===== src/rtl/qhs_pkg.sv =====
package qhs_pkg;
   localparam int TOK_REM_LSB = 16;
   localparam int ST_ACTIVE   = 7;
   localparam int ST_HALTED   = 6;
   localparam int ST_BUFERR   = 5;
   localparam int ST_BABBLE   = 4;
   localparam int ST_XACTERR  = 3;
   localparam int ERR_XACT    = 0;
   localparam int ERR_BUF     = 1;
   localparam int ERR_BABBLE  = 2;

   typedef enum logic [3:0] {
      S_IDLE, S_RD_FWD, S_RD_EP, S_RD_CUR, S_RD_OVN, S_RD_TOK, S_DECIDE,
      S_LD_NXT, S_LD_TOK, S_WR_CUR, S_WR_NXT, S_XREQ, S_WR_OTOK, S_WR_QTD, S_ADV
   } seq_state_t;
endpackage


===== src/rtl/qhs_len_clip.sv =====
module qhs_len_clip #(
   parameter int LW = 16
) (
   input  logic [LW-1:0] max_pkt,
   input  logic [LW-1:0] remain,
   output logic [LW-1:0] len
);
   always_comb len = (remain < max_pkt) ? remain : max_pkt;
endmodule


===== src/rtl/qhs_status_merge.sv =====
module qhs_status_merge
   import qhs_pkg::*;
#(
   parameter int LW           = 16,
   parameter bit BUFERR_HALTS = 1'b0
) (
   input  logic [31:0]   tok_in,
   input  logic [LW-1:0] req_len,
   input  logic [LW-1:0] bytes,
   input  logic [2:0]    err,
   output logic [31:0]   tok_out,
   output logic          complete
);
   logic [LW-1:0] rem, new_rem;
   logic          fatal, short_pkt, any_err;

   generate
      if (BUFERR_HALTS) begin : g_buf_fatal
         always_comb fatal = err[ERR_BABBLE] | err[ERR_XACT] | err[ERR_BUF];
      end else begin : g_buf_retry
         always_comb fatal = err[ERR_BABBLE] | err[ERR_XACT];
      end
   endgenerate

   always_comb begin
      rem       = tok_in[TOK_REM_LSB +: LW];
      new_rem   = (bytes >= rem) ? '0 : rem - bytes;
      short_pkt = bytes < req_len;
      any_err   = |err;
      complete  = fatal | (new_rem == '0) | (short_pkt & ~any_err);
      tok_out   = tok_in;
      tok_out[TOK_REM_LSB +: LW] = new_rem;
      tok_out[ST_BABBLE]  = tok_in[ST_BABBLE]  | err[ERR_BABBLE];
      tok_out[ST_BUFERR]  = tok_in[ST_BUFERR]  | err[ERR_BUF];
      tok_out[ST_XACTERR] = tok_in[ST_XACTERR] | err[ERR_XACT];
      tok_out[ST_ACTIVE]  = ~complete;
      tok_out[ST_HALTED]  = fatal;
   end
endmodule


===== src/rtl/qh_sequencer.sv =====
module qh_sequencer
   import qhs_pkg::*;
#(
   parameter int AW           = 16,
   parameter bit BUFERR_HALTS = 1'b0
) (
   input  logic          clk,
   input  logic          rst_n,
   input  logic          run,
   input  logic [AW-1:0] list_head,
   output logic          mem_req,
   output logic          mem_we,
   output logic [AW-1:0] mem_addr,
   output logic [31:0]   mem_wdata,
   input  logic [31:0]   mem_rdata,
   input  logic          mem_ack,
   output logic          xact_req,
   output logic [15:0]   xact_len,
   input  logic          xact_done,
   input  logic [15:0]   xact_bytes,
   input  logic [2:0]    xact_err
);
   localparam int LW = 16;

   generate
      if (AW < 4 || AW > 32) begin : g_bad_aw
         $error("qh_sequencer: AW must lie in 4..32");
      end
   endgenerate

   seq_state_t    state;
   logic [AW-1:0] qh_addr;
   logic [31:0]   fwd_ptr, cur_ptr, ovl_next, ld_next, tok;
   logic [LW-1:0] max_pkt;
   logic          fin;
   logic [31:0]   merged_tok;
   logic          merged_done;
   logic [LW-1:0] clip_len;

   qhs_len_clip #(.LW(LW)) u_clip (
      .max_pkt (max_pkt),
      .remain  (tok[TOK_REM_LSB +: LW]),
      .len     (clip_len)
   );

   qhs_status_merge #(.LW(LW), .BUFERR_HALTS(BUFERR_HALTS)) u_merge (
      .tok_in   (tok),
      .req_len  (clip_len),
      .bytes    (xact_bytes),
      .err      (xact_err),
      .tok_out  (merged_tok),
      .complete (merged_done)
   );

   always_comb begin
      mem_req   = 1'b1;
      mem_we    = 1'b0;
      mem_addr  = qh_addr;
      mem_wdata = '0;
      unique case (state)
         S_RD_FWD:  mem_addr = qh_addr;
         S_RD_EP:   mem_addr = qh_addr + AW'(1);
         S_RD_CUR:  mem_addr = qh_addr + AW'(2);
         S_RD_OVN:  mem_addr = qh_addr + AW'(3);
         S_RD_TOK:  mem_addr = qh_addr + AW'(4);
         S_LD_NXT:  mem_addr = ovl_next[AW-1:0];
         S_LD_TOK:  mem_addr = ovl_next[AW-1:0] + AW'(1);
         S_WR_CUR:  begin mem_we = 1'b1; mem_addr = qh_addr + AW'(2); mem_wdata = cur_ptr; end
         S_WR_NXT:  begin mem_we = 1'b1; mem_addr = qh_addr + AW'(3); mem_wdata = ld_next; end
         S_WR_OTOK: begin mem_we = 1'b1; mem_addr = qh_addr + AW'(4); mem_wdata = tok; end
         S_WR_QTD:  begin mem_we = 1'b1; mem_addr = cur_ptr[AW-1:0] + AW'(1); mem_wdata = tok; end
         default:   mem_req = 1'b0;
      endcase
   end

   always_comb begin
      xact_req = (state == S_XREQ);
      xact_len = clip_len;
   end

   always_ff @(posedge clk) begin
      if (!rst_n) begin
         state    <= S_IDLE;
         qh_addr  <= '0;
         fwd_ptr  <= '0;
         cur_ptr  <= '0;
         ovl_next <= '0;
         ld_next  <= '0;
         tok      <= '0;
         max_pkt  <= '0;
         fin      <= 1'b0;
      end else begin
         unique case (state)
            S_IDLE: if (run) begin
               qh_addr <= list_head;
               state   <= S_RD_FWD;
            end
            S_RD_FWD: if (mem_ack) begin fwd_ptr  <= mem_rdata;          state <= S_RD_EP;  end
            S_RD_EP:  if (mem_ack) begin max_pkt  <= mem_rdata[LW-1:0];  state <= S_RD_CUR; end
            S_RD_CUR: if (mem_ack) begin cur_ptr  <= mem_rdata;          state <= S_RD_OVN; end
            S_RD_OVN: if (mem_ack) begin ovl_next <= mem_rdata;          state <= S_RD_TOK; end
            S_RD_TOK: if (mem_ack) begin tok      <= mem_rdata;          state <= S_DECIDE; end
            S_DECIDE: begin
               if (tok[ST_HALTED])     state <= S_ADV;
               else if (tok[ST_ACTIVE]) state <= S_XREQ;
               else if (ovl_next[0])    state <= S_ADV;
               else                     state <= S_LD_NXT;
            end
            S_LD_NXT: if (mem_ack) begin ld_next <= mem_rdata; state <= S_LD_TOK; end
            S_LD_TOK: if (mem_ack) begin
               tok     <= mem_rdata;
               cur_ptr <= ovl_next;
               fin     <= 1'b0;
               state   <= S_WR_CUR;
            end
            S_WR_CUR: if (mem_ack) state <= S_WR_NXT;
            S_WR_NXT: if (mem_ack) state <= S_WR_OTOK;
            S_XREQ: if (xact_done) begin
               tok   <= merged_tok;
               fin   <= merged_done;
               state <= S_WR_OTOK;
            end
            S_WR_OTOK: if (mem_ack) state <= fin ? S_WR_QTD : S_ADV;
            S_WR_QTD:  if (mem_ack) state <= S_ADV;
            S_ADV: begin
               qh_addr <= fwd_ptr[AW-1:0];
               state   <= run ? S_RD_FWD : S_IDLE;
            end
            default: state <= S_IDLE;
         endcase
      end
   end
endmodule


===== config.mk =====
export PLATFORM = sky130hd
export DESIGN_NAME = qh_sequencer
export DESIGN_NICKNAME = d
export VERILOG_FILES = /design/src/rtl/qhs_pkg.sv /design/src/rtl/qhs_len_clip.sv /design/src/rtl/qhs_status_merge.sv /design/src/rtl/qh_sequencer.sv
export SDC_FILE = /design/constraint.sdc
export NUM_CORES = 1
export LEC_CHECK = 0
export BUFFER_PORTS_ARGS = -buffer_cell sky130_fd_sc_hd__clkbuf_2
export CAP_MARGIN = 20
export CORE_AREA = 2 2 156 158
export DETAILED_ROUTE_END_ITERATION = 6
export DIE_AREA = 0 0 158 160
export PLACE_DENSITY = 0.7
export SETUP_SLACK_MARGIN = 0.1
export SYNTH_ARGS = -nofsm -noshare
export SYNTH_HDL_FRONTEND = slang
export SYNTH_SLANG_ARGS = --single-unit
export TNS_END_PERCENT = 1

===== constraint.sdc =====
create_clock -name clk -period 5.5 [get_ports clk]
set_input_delay 0.825 -clock clk [delete_from_list [all_inputs] [get_ports clk]]
set_output_delay 0.825 -clock clk [all_outputs]
set_load 0.1 [all_outputs]

---- Word level (Yosys, flattened, before mapping) ----
Index checks and enable logic that the tools add are counted.
Widths: inputs -> output; s select.
cells by class
  reductions and logical operators ........ 24
  muxes and demuxes ....................... 35
  order comparisons ....................... 3
  $add $sub $neg .......................... 7
  equal/unequal tests ..................... 28
  bitwise gates (word level) .............. 10
operators by type and width
  operator               number
  $pmux 32 s2            2
  $pmux 16 s7            1
  $mux 32                3
  $pmux 32 s3            1
  $mux 4                 16
  $pmux 4 s15            1
  $add 16x1->16 const B  3
  $mux 16                3
  $add 16x2->16 const B  2
  $lt 16x16->1           2
  $pmux 16 s2            1
  $eq 4x4->1 const B     7
  $ne 2x2->1 const B     12
  $add 16x3->16 const B  1
  $eq 4x3->1 const B     4
  $ge 16x16->1           1
  $logic_not 16->1       1
  $sub 16x16->16         1
  $reduce_and 13->1      1
  $reduce_and 3->1       4
  $reduce_or 11->1       1
  $reduce_and 2->1       5
  $reduce_or 2->1        5
  $eq 4x2->1 const B     2
  other kinds (12)       27
storage, ports and cells
  logic and storage cells ................. 117
  bits in registers ....................... 181

---- Longest topological paths before layout ----
Gate-level depths: netlist of the first run.
  word-level depth ........................ 8
  mapped depth ............................ 18
  mapped depth without buffers ............ 17

---- Cells and area by module ----
Synthesis of the first run repeated with hierarchy kept, for this count alone.
unflattened totals
  cells, all modules ...................... 1676
  area, all modules ....................... 12060.3 µm²
modules (own cells, without submodules)
  module            cells each  area an instance (µm²)  times used  seq. area each (µm²)
  qh_sequencer      1389        9898.2                  1           3623.5
  qhs_status_merge  220         1514.0                  1           0.0
  qhs_len_clip      67          648.1                   1           0.0

---- Worst setup path before layout of the first run ----
No wires, ideal clock.
  kind .................................... reg-to-output
  start point ............................. register state[1]
  end point ............................... output mem_addr[5]
  arrival time ............................ 3947 ps
  data required time ...................... 4675 ps
  stages on the path, launching flop included .. 10
  setup slack ............................. 728 ps
  cell sequence ........................... dfxtp_1 -> buf_6 -> nand2b_4 -> buf_6 -> or2_1 -> buf_2 -> a222oi_1 -> or3_4 -> nor2_1 -> o31ai_1
on the way
  cells in the longest elaborated chain, start to end .. 3
  elaborated cells between the ends (all ways) .. 14
  those cells by class .................... eq/ne (10); mux (1); reduce/logical (3)
ends and longest elaborated chain
  item                                      RTL line             text
  start, declared                           qh_sequencer.sv:31   seq_state_t state;
  start signal, assigned                    qh_sequencer.sv:123  S_WR_OTOK: if (mem_ack) state <= fin ? S_WR_QTD : S_ADV;
  start signal, assigned                    qh_sequencer.sv:127  state <= run ? S_RD_FWD : S_IDLE;
  $eq 4x4->1, or another cell as far along  qh_sequencer.sv:60   unique case (state)
  $reduce_or 2->1 (no source line)          -
  $pmux 16 s7 (*)                           qh_sequencer.sv:60
  end, declared                             qh_sequencer.sv:13   output logic [AW-1:0] mem_addr,
Every way passes the cells marked *; elsewhere a longest branch is shown, timed or not.

---- Final worst setup path of the first run ----
  start point ............................. register state[2]
  end point ............................... output mem_addr[13]
Same word-level chain as after synthesis.

==> impl_metrics.json, run 1 <==
{
  "synth-edff-count": 0,
  "min_path_type": "reg -> reg",
  "drc": 3,
  "multi_input_area_um2": 7180,
  "cp_data_required_time_ps": 4680,
  "dpl_cell_area_um2": 12500,
  "drv_slew": 0,
  "fmax_mhz": 207,
  "drive_gt1_share_pct": 14.4,
  "ant_nets": 0,
  "ctsResizeCount": 0,
  "status": "finished, violations left",
  "synth_nets": 1651,
  "peakVddDrop_mv": 0.276,
  "num_rows": 57,
  "cts_buffer_depth": 2,
  "fin_area_um2": 13100,
  "grt_overflow": 0,
  "grt_pass1_wl_mm": 61.9,
  "cts_tree": "built",
  "crit_arrival_ps": 4010,
  "synth_cell_types": 90,
  "area_growth_pct": 12.1,
  "holdWs_ps": 458,
  "hpwl_mm": 29.0,
  "io_pins": 139,
  "regArea_um2": 3620,
  "grt_start_max_net_pins": 94,
  "synth_flop_cell": "dfxtp_1",
  "die_x_um": 158,
  "cts_setup_buffers": 0,
  "first_pass_iters": 7,
  "syn-instance-count": 1527,
  "fill_cells": 2335,
  "max_stage_delay_ps": 660,
  "start_kind": "flop",
  "cp_max_fo": 20,
  "cts.sinks": 181,
  "endpoint_kind": "primary output",
  "cp_num_buf_inv": 2,
  "worstPathCellList": "buf_4, xor2_1, or2_1, a222oi_1, or3_4, nor4_2, xor2_1, nand2_1, a21oi_1, clkbuf_2",
  "rsz0062_at_grt": "false",
  "wl_per_cell_um": 20.9,
  "tns_ps": 0,
  "yosysSeqAreaShare_pct": 31.1,
  "critical-path-top-delay-family": "simple AND/OR/NAND/NOR gates",
  "tightestPinTransition_ps": 1090,
  "synthMuxAreaShare_pct": 3.88,
  "cap_violations": 0,
  "period_needed_ps": 4840,
  "vias": 11900,
  "power_uw": 4020,
  "port_buffers": 138,
  "track_usage_pct": 31.4,
  "critPathSlowestCell": "dfxtp_1",
  "async_flop_share_pct": 0,
  "grt_pass1_vias": 10900,
  "ctsHoldBuffers": 0,
  "synth_adder_area_share_pct": 5.64,
  "drtIter0Drc": 1228,
  "dieArea_um2": 25300,
  "die_h_um": 160,
  "fin_util_pct": 54.9,
  "antenna_found_initial": 1,
  "core-area_um2": 23800,
  "syn-cell-area_um2": 11700,
  "yosys_register_bits": 181,
  "yosys.area_share.simple_pct": 22.4,
  "clkLatencyLatePin_ps": 440,
  "synth_top_family_by_area": "compound AO/OA/AOI/OAI gates",
  "setup_viol_count_final": 0,
  "diodes": 0,
  "cts.clk_slew.worst_paths_ps": 90,
  "violations": "DRC",
  "vias_per_cell": 6.17,
  "synth_xor_area_share_pct": 2.18,
  "p_leak_uw": 0.00583,
  "cts_root_buf": "clkbuf_16",
  "period_share_pct": 87.9,
  "wl_mm": 40.3,
  "synth-compound-area-share_pct": 27.1,
  "finalClockSkew_ps": 15.4,
  "place_congestion": 0.958,
  "avgSynthCellArea_um2": 7.64,
  "cts_buffers": 17,
  "hold_viol": 0,
  "yosys_warnings": 0,
  "htree_levels": 4,
  "nets": 1716,
  "slew_headroom_pct": 26.9,
  "power.density_nw_per_um2": 307,
  "initial_core_util_pct": 49.0,
  "crit_type": "reg -> out",
  "path_common_cell": "xor2_1"
}
==> placed cells by master (no fill, tap or decap), types with 6 or more instances in the layout <==
master,n
nor2_1,85
nand2_1,318
a211oi_1,12
xnor2_1,16
a221oi_1,15
mux2i_1,43
nor3_1,13
a222oi_1,36
a21boi_0,68
o311ai_0,7
buf_4,25
inv_1,101
dfxtp_1,181
a221o_1,6
nand4_1,12
a21oi_1,91
a311oi_1,18
o211a_1,33
nand2b_1,10
or3_1,6
o21ai_0,57
a21boi_1,10
ha_1,51
clkbuf_16,17
xor2_1,13
nor2b_1,19
o22ai_1,9
nand3_1,35
clkbuf_2,137
nor3b_1,10
o211ai_1,9
o21ai_1,6
and2_1,10
==> tightest hold or removal path, stage by stage, from the launching register on <==
cell and delay (ps):
dfxtp_1 320, nand2_1 50, a21oi_1 50
==> path summary, 6_finish.rpt <==
path                                 start           end  slack (ps)  depth (start not counted)
worst min register to register  fwd_ptr[1]    fwd_ptr[1]         460                          2
worst min-delay path            fwd_ptr[1]    fwd_ptr[1]         460                          2
worst max-delay path              state[2]  mem_addr[13]         660                         10
worst max register to register     tok[27]           fin        1490                         16
==> synth_stat cells, types with 5 or more instances <==
library cell | count | area (µm²)
nand2_1 | 318 | 1190
dfxtp_1 | 181 | 3620
inv_1 | 101 | 379
a21oi_1 | 92 | 460
nor2_1 | 87 | 327
clkbuf_1 | 73 | 274
a21boi_0 | 68 | 510
o21ai_0 | 57 | 285
ha_1 | 51 | 638
mux2i_1 | 43 | 430
a222oi_1 | 36 | 360
nand3_1 | 35 | 175
o211a_1 | 33 | 330
buf_2 | 25 | 125
nor2b_1 | 19 | 119
a311oi_1 | 18 | 158
xnor2_1 | 16 | 140
a221oi_1 | 15 | 131
nor3_1 | 14 | 70.1
xor2_1 | 13 | 114
a211oi_1 | 12 | 90.1
nand4_1 | 12 | 75.1
nor3b_1 | 11 | 82.6
a21boi_1 | 10 | 75.1
and2_1 | 10 | 62.6
nand2b_1 | 10 | 62.6
o211ai_1 | 9 | 67.6
o22ai_1 | 9 | 56.3
buf_1 | 7 | 26.3
o311ai_0 | 7 | 61.3
a221o_1 | 6 | 60.1
o21ai_1 | 6 | 30.0
or3_1 | 6 | 37.5
a31oi_1 | 5 | 31.3
and3_1 | 5 | 31.3
o2111ai_1 | 5 | 43.8
o21a_1 | 5 | 37.5
or2_2 | 5 | 31.3
==> final cells by class <==
| cell class | count | share of cell area [%] |
|---|---|---|
| multi-input combinational | 1129 | 54.9 |
| sequential | 181 | 27.7 |
| timing repair buffer | 162 | 6.67 |
| clock buffer | 17 | 3.25 |
| tap | 324 | 3.10 |
| inverter | 101 | 2.90 |
| clock inverter | 15 | 1.53 |
==> per-stage QoR <==
| stage | cells | setup WS, ps |
|---|---|---|
| 6_report | 1929 | 665 |
| 5_1_grt | 1929 | 346 |
| 4_1_cts | 1929 | 689 |
| 3_5_place_dp | 1897 | 1160 |
| 3_3_place_gp | 1897 | 1260 |
| 2_1_floorplan | 1527 | 728 |
==> metal layers <==
metal | global-route usage, % | share of wire, % | vias up
met1 | 41.6 | 41 | 5617
met2 | 50.6 | 47 | 599
met4 | 13.2 | 4.0 | 0
met5 | 0 | 0 | -
met3 | 5.18 | 8.7 | 104
li1 | - | - | 5591
==> logic make-up after synthesis <==
logic type,Yosys count
mux,45
compound gates,435
buf+inv,217
simple gates,568
flops,181
xor+xnor,29
fa+ha+maj,52
==> power by group <==
part           leakage (µW)  internal (µW)  switching, µW  total, µW
logic               0.00406            347            899       1250
clock network      0.000305            663            620       1280
registers           0.00146           1380            113       1490
total               0.00583           2380           1630       4020
==> registers in the layout, indices dropped and copies added, names as in the netlist <==
| signal | flops |
|---|---|
| fin | 1 |
| cur_ptr | 32 |
| qh_addr | 16 |
| state | 4 |
| tok | 32 |
| ovl_next | 32 |
| fwd_ptr | 16 |
| max_pkt | 16 |
| ld_next | 32 |
(Power assumes the default switching activity.)
==> run 2: changes to the inputs <==
--- a/config.mk
+++ b/config.mk
@@ -11,6 +11,7 @@
 export DETAILED_ROUTE_END_ITERATION = 6
 export DIE_AREA = 0 0 158 160
 export PLACE_DENSITY = 0.7
+export RECOVER_POWER = 50
 export SETUP_SLACK_MARGIN = 0.1
 export SYNTH_ARGS = -nofsm -noshare
 export SYNTH_HDL_FRONTEND = slang
==> impl_metrics.json, run 2 (same netlist as run 1, synthesis figures left out) <==
{
  "min_path_type": "reg -> reg",
  "min_to": "fwd_ptr[1]",
  "wl_per_cell_um": 21.0,
  "whs_path_depth": 2,
  "period_share_pct": 89.1,
  "grt_pass1_wl_mm": 61.9,
  "setup_viol_count_final": 0,
  "start_kind": "flop",
  "p_leak_uw": 0.00580,
  "grt_pass1_vias": 10900,
  "dieArea_um2": 25300,
  "initial_core_util_pct": 49.0,
  "drc": 1,
  "port_buffers": 138,
  "holdWs_ps": 458,
  "r2r-end": "ld_next[4]",
  "htree_levels": 4,
  "area_growth_pct": 11.9,
  "vias_per_cell": 6.19,
  "crit_arrival_ps": 4080,
  "die_x_um": 158,
  "final_common_cell": "nand2_1",
  "fill_cells": 2339,
  "worstReg2RegStart": "state[1]",
  "tns_ps": 0,
  "cap_violations": 4,
  "hold_path.startpoint": "fwd_ptr[1]",
  "dpl_cell_area_um2": 12500,
  "place_congestion": 0.958,
  "setup_ws_ps": 600,
  "rsz0062_at_grt": "false",
  "ctsResizeCount": 0,
  "clkLatencyLatePin_ps": 440,
  "endpoint_kind": "primary output",
  "peakVddDrop_mv": 0.277,
  "place_ws_ps": 1160,
  "cts_tree": "built",
  "cts_buffer_depth": 2,
  "diodes": 0,
  "cts.clk_slew.worst_paths_ps": 90,
  "nets": 1716,
  "grt_start_max_net_pins": 94,
  "fin_area_um2": 13100,
  "drtIter0Drc": 1185,
  "core-area_um2": 23800,
  "startpoint": "state[1]",
  "drv_slew": 97,
  "regToRegSetupSlack_ps": 850,
  "finalClockSkew_ps": 15.8,
  "track_usage_pct": 31.4,
  "fmax_mhz": 204,
  "final_cell_mix": "nand2_1 (318), dfxtp_1 (181), clkbuf_2 (137), inv_1 (101), a21oi_1 (91)",
  "cp_max_fo": 23,
  "reg2regPathDepth": 7,
  "first_pass_iters": 7,
  "ant_nets": 0,
  "ctsHoldBuffers": 0,
  "grt_overflow": 0,
  "antenna_found_initial": 1,
  "hpwl_mm": 29.0,
  "cts_setup_buffers": 0,
  "cts_root_buf": "clkbuf_16",
  "wl_mm": 40.5,
  "cp_data_required_time_ps": 4680,
  "num_rows": 57,
  "tightestPinTransition_ps": 2220,
  "die_h_um": 160,
  "hold_viol": 0,
  "vias": 11900,
  "power.density_nw_per_um2": 307,
  "crit_type": "reg -> out",
  "cts.sinks": 181,
  "status": "finished, violations left",
  "slew_headroom_pct": -47.8,
  "period_needed_ps": 4900,
  "violations": "DRC, capacitance limit, slew limit",
  "drive_gt1_share_pct": 13.8,
  "io_pins": 139,
  "cts_buffers": 17
}
## run 2: changes by cell type in the layout (fill, tap and decap cells not counted), moves of 2 or more
cell | before | now
a21boi_0 | 68 | 75
a21boi_1 | 10 | 3
buf_4 | 25 | 20
clkbuf_1 | 0 | 5
nor3b_1 | 10 | 12
nor3b_2 | 2 | 0
or2_0 | 0 | 2
## run 2: worst max-delay path, cell delays in order, from the launching register on
cell and delay, ps:
dfxtp_1 430, clkbuf_1 720, nor2b_1 450, mux2i_1 160
nor2_1 630, nand2_1 150, and2_1 220, nor3_1 150
a221oi_1 100, o21ai_1 140, clkbuf_2 470
## run 2: worst max-delay path by stage
stage	depth (start not counted)	to	slack, ps
floorplan	9	mem_addr[5]	730
global placement	13	mem_addr[14]	1260
detailed placement	10	mem_addr[14]	1160
CTS	13	mem_addr[14]	690
global route	9	mem_addr[12]	360
finish	10	mem_addr[7]	600
## run 2: per-layer routing
layer	GRT usage, %	part of all wire (%)
met5	0	0
met4	13.2	4.1
met3	5.18	8.4
met2	50.6	47
met1	41.6	41
## run 2: through the flow
stage | power [µW] | utilization [%] | instances
2_1_floorplan | 2440 | - | 1527
3_3_place_gp | 2730 | 52.3 | 1897
3_5_place_dp | 2740 | 52.3 | 1897
4_1_cts | 4000 | 54.9 | 1929
5_1_grt | 4150 | 54.8 | 1929
6_report | 4010 | 54.8 | 1929
## run 2: power breakdown
group	internal, µW	leakage (µW)	switching, µW
registers	1380	0.00146	112
clock network	663	0.000305	619
logic	344	0.00403	898
total	2380	0.00580	1630
## run 2: cell type report
| class | instances | area (µm²) | area share (%) |
|---|---|---|---|
| Clock buffer | 17 | 425 | 3.26 |
| Clock inverter | 15 | 200 | 1.53 |
| Timing Repair Buffer | 162 | 855 | 6.55 |
| Tap cell | 324 | 405 | 3.11 |
| Inverter | 101 | 379 | 2.90 |
| Sequential cell | 181 | 3620 | 27.8 |
| Multi-Input combinational cell | 1129 | 7170 | 54.9 |
